[src/rtl/dbpwm_pkg.sv]
// Package: shared constants and control-word slot arithmetic for the
// PWM channel bank. Assumes at most seven channels so every slot fits
// inside the 32-bit control word.
package dbpwm_pkg;

    localparam int CTRL_W      = 32;
    localparam int CTRL_OFS    = 8;     // byte offset of the control word
    localparam int CNT_OFS     = 12;    // count buffer of channel 0
    localparam int CMP_OFS     = 16;    // compare buffer of channel 0
    localparam int CH_STRIDE   = 12;    // byte distance between channels

    localparam int BIT_RUN     = 0;
    localparam int BIT_LOAD    = 1;
    localparam int BIT_INV     = 2;
    localparam int BIT_REPEAT  = 3;
    localparam int BIT_REP_END = 2;     // repeat position in the short slot

    // Lowest control bit of channel c: slot 1 is skipped after channel 0.
    function automatic int slot_base(input int c);
        return (c == 0) ? 0 : 4 * (c + 1);
    endfunction

endpackage

[src/rtl/dbpwm_regs.sv]
// Register file: holds the control word and every channel's count and
// compare buffers. Writes are single-cycle and take effect at the edge
// that samples wr_en. Assumes the address map fits in AW bits.
module dbpwm_regs
    import dbpwm_pkg::*;
#(
    parameter int NUM_CH = 5,
    parameter int CW     = 16,
    parameter int AW     = 8
) (
    input  logic                         clk,
    input  logic                         rst_n,
    input  logic                         wr_en,
    input  logic [AW-1:0]                wr_addr,
    input  logic [CTRL_W-1:0]            wr_data,
    output logic [CTRL_W-1:0]            ctrl_q,
    output logic [NUM_CH-1:0][CW-1:0]    cnt_buf,
    output logic [NUM_CH-1:0][CW-1:0]    cmp_buf
);

    localparam logic [AW-1:0] A_CTRL = AW'(CTRL_OFS);

    // Control word register.
    always_ff @(posedge clk) begin
        if (!rst_n)
            ctrl_q <= '0;
        else if (wr_en && wr_addr == A_CTRL)
            ctrl_q <= wr_data;
    end

    for (genvar c = 0; c < NUM_CH; c++) begin : g_buf
        localparam logic [AW-1:0] A_CNT = AW'(CNT_OFS + CH_STRIDE * c);
        localparam logic [AW-1:0] A_CMP = AW'(CMP_OFS + CH_STRIDE * c);

        // Count and compare buffers of one channel.
        always_ff @(posedge clk) begin
            if (!rst_n) begin
                cnt_buf[c] <= '0;
                cmp_buf[c] <= '0;
            end else if (wr_en) begin
                if (wr_addr == A_CNT)
                    cnt_buf[c] <= wr_data[CW-1:0];
                if (wr_addr == A_CMP)
                    cmp_buf[c] <= wr_data[CW-1:0];
            end
        end
    end

endmodule

[src/rtl/dbpwm_ctrl_map.sv]
// Control decoder: picks each channel's run, load-now, invert and
// repeat bits out of the shared word. The last channel has a short
// slot with repeat in the invert position and no invert at all.
module dbpwm_ctrl_map
    import dbpwm_pkg::*;
#(
    parameter int NUM_CH = 5
) (
    input  logic [CTRL_W-1:0] ctrl_q,
    output logic [NUM_CH-1:0] run,
    output logic [NUM_CH-1:0] load,
    output logic [NUM_CH-1:0] inv,
    output logic [NUM_CH-1:0] rep
);

    logic unused_ctrl;
    assign unused_ctrl = ^ctrl_q;

    for (genvar c = 0; c < NUM_CH; c++) begin : g_map
        localparam int B = slot_base(c);
        assign run[c]  = ctrl_q[B + BIT_RUN];
        assign load[c] = ctrl_q[B + BIT_LOAD];
        if (c == NUM_CH - 1) begin : g_short
            assign inv[c] = 1'b0;
            assign rep[c] = ctrl_q[B + BIT_REP_END];
        end else begin : g_full
            assign inv[c] = ctrl_q[B + BIT_INV];
            assign rep[c] = ctrl_q[B + BIT_REPEAT];
        end
    end

endmodule

[src/rtl/dbpwm_chan.sv]
// One PWM channel: an active down-counter and compare register loaded
// from the buffers by load-now or by a repeat reload. Steps only on
// tick while running. Raw wave is high while count <= compare, never for
// an all-ones compare. The pin is decoded combinationally from state.
module dbpwm_chan #(
    parameter int CW = 16
) (
    input  logic          clk,
    input  logic          rst_n,
    input  logic          tick,
    input  logic          run,
    input  logic          load,
    input  logic          inv,
    input  logic          rep,
    input  logic [CW-1:0] cnt_buf,
    input  logic [CW-1:0] cmp_buf,
    output logic [CW-1:0] act_cnt,
    output logic [CW-1:0] act_cmp,
    output logic          stopped,
    output logic          raw,
    output logic          pin
);

    localparam logic [CW-1:0] NEVER = '1;

    // Counter, compare and stop state.
    always_ff @(posedge clk) begin
        if (!rst_n) begin
            act_cnt <= '0;
            act_cmp <= '0;
            stopped <= 1'b0;
        end else if (load) begin
            act_cnt <= cnt_buf;
            act_cmp <= cmp_buf;
            stopped <= 1'b0;
        end else if (!run) begin
            stopped <= 1'b0;
        end else if (tick && !stopped) begin
            if (act_cnt == '0) begin
                if (rep) begin
                    act_cnt <= cnt_buf;
                    act_cmp <= cmp_buf;
                end else begin
                    stopped <= 1'b1;
                end
            end else begin
                act_cnt <= act_cnt - 1'b1;
            end
        end
    end

    // Raw wave and polarity.
    always_comb begin
        raw = run && !stopped && (act_cmp != NEVER) && (act_cnt <= act_cmp);
        pin = raw ^ inv;
    end

endmodule

[src/rtl/dbpwm_top.sv]
// Top of the PWM channel bank: register file, control decoder and one
// channel instance per output. Ticks come from an external divider.
module dbpwm_top
    import dbpwm_pkg::*;
#(
    parameter int NUM_CH = 5,
    parameter int CW     = 16,
    parameter int AW     = 8
) (
    input  logic              clk,
    input  logic              rst_n,
    input  logic              wr_en,
    input  logic [AW-1:0]     wr_addr,
    input  logic [CTRL_W-1:0] wr_data,
    input  logic [NUM_CH-1:0] tick,
    output logic [NUM_CH-1:0] pwm_out
);

    logic [CTRL_W-1:0]         ctrl_q;
    logic [NUM_CH-1:0][CW-1:0] cnt_buf;
    logic [NUM_CH-1:0][CW-1:0] cmp_buf;
    logic [NUM_CH-1:0][CW-1:0] act_cnt;
    logic [NUM_CH-1:0][CW-1:0] act_cmp;
    logic [NUM_CH-1:0]         run, load, inv, rep, stopped, raw;

    dbpwm_regs #(.NUM_CH(NUM_CH), .CW(CW), .AW(AW)) regs_i (
        .clk     (clk),
        .rst_n   (rst_n),
        .wr_en   (wr_en),
        .wr_addr (wr_addr),
        .wr_data (wr_data),
        .ctrl_q  (ctrl_q),
        .cnt_buf (cnt_buf),
        .cmp_buf (cmp_buf)
    );

    dbpwm_ctrl_map #(.NUM_CH(NUM_CH)) map_i (
        .ctrl_q (ctrl_q),
        .run    (run),
        .load   (load),
        .inv    (inv),
        .rep    (rep)
    );

    for (genvar c = 0; c < NUM_CH; c++) begin : g_ch
        dbpwm_chan #(.CW(CW)) chan_i (
            .clk     (clk),
            .rst_n   (rst_n),
            .tick    (tick[c]),
            .run     (run[c]),
            .load    (load[c]),
            .inv     (inv[c]),
            .rep     (rep[c]),
            .cnt_buf (cnt_buf[c]),
            .cmp_buf (cmp_buf[c]),
            .act_cnt (act_cnt[c]),
            .act_cmp (act_cmp[c]),
            .stopped (stopped[c]),
            .raw     (raw[c]),
            .pin     (pwm_out[c])
        );
    end

endmodule

[config.mk]
export PLATFORM = sky130hd
export DESIGN_NAME = dbpwm_top
export DESIGN_NICKNAME = d
export VERILOG_FILES = /design/src/rtl/dbpwm_pkg.sv /design/src/rtl/dbpwm_regs.sv /design/src/rtl/dbpwm_ctrl_map.sv /design/src/rtl/dbpwm_chan.sv /design/src/rtl/dbpwm_top.sv
export SDC_FILE = /design/constraint.sdc
export NUM_CORES = 1
export LEC_CHECK = 0
export ABC_AREA = 1
export ABC_CLOCK_PERIOD_IN_PS = 4300
export BUFFER_PORTS_ARGS = -buffer_cell sky130_fd_sc_hd__buf_2
export CORE_ASPECT_RATIO = 2
export CORE_MARGIN = 10
export CORE_UTILIZATION = 25
export DETAILED_ROUTE_END_ITERATION = 8
export HOLD_SLACK_MARGIN = 0.02
export PLACE_DENSITY = 0.47
export SLEW_MARGIN = 25
export SYNTH_ARGS = -nofsm -noshare
export SYNTH_HDL_FRONTEND = slang
export SYNTH_HIERARCHICAL = 1
export SYNTH_SLANG_ARGS = --single-unit
export TNS_END_PERCENT = 50
[constraint.sdc]
create_clock -name clk -period 4.3 [get_ports clk]
set_input_delay 0.43 -clock clk [delete_from_list [all_inputs] [get_ports clk]]
set_output_delay 0.43 -clock clk [all_outputs]
set_load 0.01 [all_outputs]
Word level (Yosys, flattened, before mapping)
Index checks and enable logic that the tools add are counted.
Storage, ports and cells
  memory bits (writable): 0
  memories kept: 0
  output and inout bits: 5
  bits in latches: 0
  register bits after elaboration: 348
  word-level logic and storage cells: 203
  ROM bits: 0
Cells by class
  $mul: 0
  equality and inequality tests: 21
  $add $sub $neg: 5
  muxes and demuxes: 50
  reduce and logical (&&, ||, !) cells: 81
  shifts and indexed selects: 0
  bitwise operators: 15
  divide/modulo/power cells: 0
  order comparisons: 5
Operators with widths (count)
  16-bit two-way mux: 50
  16-bit <= comparator: 5
  16-bit zero test: 5
  16-bit inequality test (second input constant): 5
  16-bit by 1-bit subtractor with 16-bit output (second input constant): 5
  8-bit by 6-bit == test with 1-bit output (second input constant): 5
  2-bit nonzero test: 20
  3-bit AND reduction: 10
  8-bit by 5-bit == test with 1-bit output (second input constant): 3
  1-bit logical AND: 21
  2-bit AND reduction: 10
  4-bit AND reduction: 5
  8-bit by 4-bit == test with 1-bit output (second input constant): 2
  3-bit inequality test (second input constant): 5
  3-bit OR reduction: 5
  1-bit inverter: 11
  8-bit by 7-bit == test with 1-bit output (second input constant): 1
  1-bit zero test: 5
  1-bit XOR: 4

Depth between registers and ports, before layout
  word-level depth: 5
  depth in mapped cells: 15
  mapped depth without buffers: 15

Modules after synthesis
The synthesis kept the hierarchy.
Modules (own cells, without submodules)
  dbpwm_chan: instances 5, cells an instance 372, area an instance 2368.5 µm²
  dbpwm_regs: instances 1, cells an instance 1123, area an instance 7860.0 µm²
  dbpwm_ctrl_map: instances 1, cells an instance 21, area an instance 153.9 µm²

Worst setup path before layout
Ideal clock, no wire load.
  path kind: reg2out
  start: register g_ch[0].chan_i.act_cmp[15]
  end: output pwm_out[0]
  slack: 2.585 ns
  required time: 3.870 ns
  cell stages (with the launch flop): 11
  data arrival time: 1.285 ns
  cell sequence: dfxtp_1 inv_1 ha_1 nand2_1 nor3_1 nand2_1 nand2_1 nand2_1 nand2_1 nand2_1 nand2_1
Between the ends
  longest elaborated chain between the ends: 4
  elaborated cells between the ends (all ways): 5
  classes of those cells: order compare (1); eq/ne (1); bitwise (1); reduce/logical (2)
Ends and longest elaborated chain
  from (decl): line dbpwm_chan.sv:18  | output logic [CW-1:0] act_cmp,
  from (signal assigned): line dbpwm_chan.sv:34  | act_cmp <= cmp_buf;
  from (signal assigned): line dbpwm_chan.sv:42  | act_cmp <= cmp_buf;
  parallel branches: the longest is 2 deep, another holds 16-bit <= comparator
  1-bit logical AND *: line dbpwm_chan.sv:54  | raw = run && !stopped && (act_cmp != NEVER) && (act_cnt <= act_cmp);
  1-bit XOR *: line dbpwm_chan.sv:55  | pin = raw ^ inv;
  to (decl): line dbpwm_top.sv:16  | output logic [NUM_CH-1:0] pwm_out
Mark *: on every way between the ends.

Final worst setup path
Same ends and word-level chain as after synthesis.

==> run summary <==
In the layout the commonest cells are 772 x nand2_1, 489 x nor2_1, 344 x dfxtp_1, 297 x inv_1, 239 x nand3_1. The cell leakage power is roughly 9.4 nW. Among cell families on the critical path, the largest total delay comes from simple AND/OR/NAND/NOR gates.

The depth of the critical timing path with buffers and inverters included is 10. The power density normalized to cell area came out at 324 mW/mm^2. The total I/O pin count came out at 53. The final setup violation count came out at 0. Measured against its own limit, the worst slew margin works out to between 30 and 40%. The remaining routing DRC violations came out at 0. The kind of capture point of the worst setup path is an output port. The library cell used most frequently in the layout, excluding fill and tap cells, is nand2_1.

The post-CTS repair timing setup buffer count came out at 0. The final-stage net count came out at 3013. The longest individual stage delay on the worst path came out at 0.44 ns. The via-per-instance ratio is 4.42. The number of H-tree branching levels came out at 2.

The number of buffer cells added on primary ports is 43. Counting cells, the worst reg-to-reg path comes to 9. In this run, post-CTS hold repair placed 0 buffers.

Signal routing reaches up to met5. The register-to-register setup slack came out at just under 2 ns. The clock passes through at most 3 buffers. CTS placed an instance of clkbuf_16 at the clock tree root.

The share of final-layout standard cells stronger than drive strength 1 came out at 8.04%. Clock skew on the completed layout was measured at around 0.015 ns. The number of global-route vias before repair came out at 17000. The number of buffer and inverter instances along the worst setup path is 2. In this run the cell area of the synthesized design comes to 0.0193 mm^2. On the critical path, the stage with the largest delay is an instance of nor3_1. In this run, CTS created clock tree buffers numbering 36. Setup repair after global routing left no endpoint under its margin. In this run the critical register-to-register path is launched from g_ch[1].chan_i/act_cnt[0].

The mean area per synthesized cell came out at 6.61 um^2. The most numerous cell type found on the critical path is nand2_1. Traced cell by cell, the critical path runs through inv_1, ha_1, nand2_1, nor3_1, nand3_1, nand2_1, nand2_1, nand2_1, nand2_1, buf_2. The height of the chip is 413 um. The CTS sink count came out at 344. The number of inserted filler cells in the final layout came out at 8689. The achievable frequency came out at 0.349 GHz. The capturing element of the worst setup path is pwm_out[0].

The worst path in the final design needs a cycle of 2.87 ns, including I/O delays and setup. The floorplan step set the die width to 217 um. The critical path in this run is classified as flop to output port. Data on the critical path arrives at its endpoint at 2.44 ns. The non-filler instance count after layout came out at 3920. The post-cts resize count came out at 0. Detailed routing inserted a total of around 17000 vias. The count of final hold-check violations came to 0. The initial detailed-routing violation count is between 800 and 900. The routed length on met3 came out at 1.60 mm.

The routed length on met1 came out at 22.6 mm. The count of nets left with antenna violations once routing finished came out at 0. The multi-input gate area in the final layout came out at 0.0102 mm^2. The worst-case vdd ir drop came out at 0.197 mV. The run finished with clean final reports. In this run the worst hold path is classified as input port to flop. The post-route fraction of the period consumed by the critical path is 66.7%. The transition time at the pin with the least slew margin is 0.948 ns. The count of placed standard cells including taps is 3859. Wire segments on met2 add up to between 30 and 40 mm in the final route.

The routed length per placed instance is 15.8 um. The full die area came out at 0.0896 mm^2. The largest fanout of any net on the critical path is 3. The first-pass GRT wire length came out at between 90 and 100 mm. The number of iterations in the first detailed-routing pass came out at 7. The aggregate negative setup slack is 0 ns. The synthesized instance count came out at ~2900. The clock edge transition at the registers on the reported setup and hold paths is ~0.070 ns. The synthesis-to-layout area growth came out at 9.32%.

The launching instance or port of the critical path is g_ch[0].chan_i/act_cmp[15]. Counting every net in the synthesized netlist gives 3063. After global routing the overflow that remains totals 0.

The core region is 0.0769 mm^2. Global routing used between 10% and 20% of the available tracks across all layers. The number of diodes added for antenna fixing came out at 0. The number of antenna violations at the first check in global routing was 2. The total of max-cap violations came out at 0. The effective utilization at floorplan came out at around a quarter. The placer congestion estimate is 0.865. The category of the worst setup path launch point is a flop. The latest clock arrival within the worst-skew pair is 0.55 ns. The number of warnings reported in the yosys synthesis log came out at 6.

The aggregate routed wire length came out at 62.1 mm. Across the whole layout, storage elements account for 0.00689 mm^2. The CTS tree is yes.

Entering global routing, the biggest net connects 91 pins. The final count of pins violating max slew came out at 0. The floorplan row count came out at between 100 and 150. Detailed placement finished with a half-perimeter wire length of ~45 mm. The critical path data required time came out at 3.87 ns. The endpoint identified for the worst register-to-register timing path is g_ch[1].chan_i/act_cmp[8].
==> sequential cells by signal, summed over array words and instances (netlist names) <==
signal and count:
regs_i/ctrl_q 19, g_ch.chan_i/act_cmp 80, g_ch.chan_i/stopped 5, g_ch.chan_i/act_cnt 80, regs_i/cnt_buf 80, regs_i/cmp_buf 80
==> worst register-to-register path, delay by kind of cell (launching register included) <==
kind / cells / cell delay [ns]
flip-flops: 1 / 0.35
AND/OR/NAND/NOR: 5 / 0.95
AO/OA/AOI/OAI: 2 / 0.41
buffers and inverters: 1 / 0.28
adder cells (fa/ha/maj): 1 / 0.25
==> layout make-up <==
cell class                      count  share of cell area [%]
Clock buffer                       48                    4.86
Clock inverter                     13                   0.970
Inverter                          325                    5.77
Multi-Input combinational cell   2114                    48.3
Sequential cell                   344                    32.6
Tap cell                         1022                    6.05
Timing Repair Buffer               54                    1.51
==> stage by stage <==
step / utilization [%] / worst slack [ns] / hold WS (ns) / instance area, um^2 / power, mW
floorplan: - / 2.61 / 0.435 / 19300 / 3.42
global placement: 25.9 / 1.93 / 0.441 / 19900 / 3.55
detailed placement: 25.9 / 1.92 / 0.453 / 19900 / 3.55
CTS: 27.5 / 1.39 / 0.130 / 21200 / 6.97
global route: 27.5 / 1.25 / 0.144 / 21200 / 7.07
finish: 27.5 / 1.43 / 0.157 / 21200 / 6.85
==> metal layers <==
metal  vias to the layer above  track usage (%)
met1                      7927             13.1
met2                       228             28.2
li1                       9081                -
met4                         2             6.00
met5                         -                0
met3                       101             1.29
==> worst min-delay path by stage <==
| stage | depth (start not counted) | from | slack (ns) | endpoint |
|---|---|---|---|---|
| after global placement | 2 | regs_i/cmp_buf[2] | 0.44 | regs_i/cmp_buf[2] |
| after global routing | 3 | wr_data[15] | 0.14 | regs_i/cmp_buf[63] |
| after detailed placement | 2 | regs_i/cmp_buf[13] | 0.45 | regs_i/cmp_buf[13] |
| after CTS | 3 | wr_data[15] | 0.13 | regs_i/cmp_buf[63] |
| final | 3 | wr_data[9] | 0.16 | regs_i/cmp_buf[57] |
| after floorplan | 2 | regs_i/cmp_buf[10] | 0.43 | regs_i/cmp_buf[10] |
==> power by group <==
group	internal (mW)	total (mW)	switching, mW
clock	1.98	3.38	1.39
combinational	0.0610	0.280	0.219
sequential	3.19	3.19	0.00281
(Power assumes the default switching activity.)
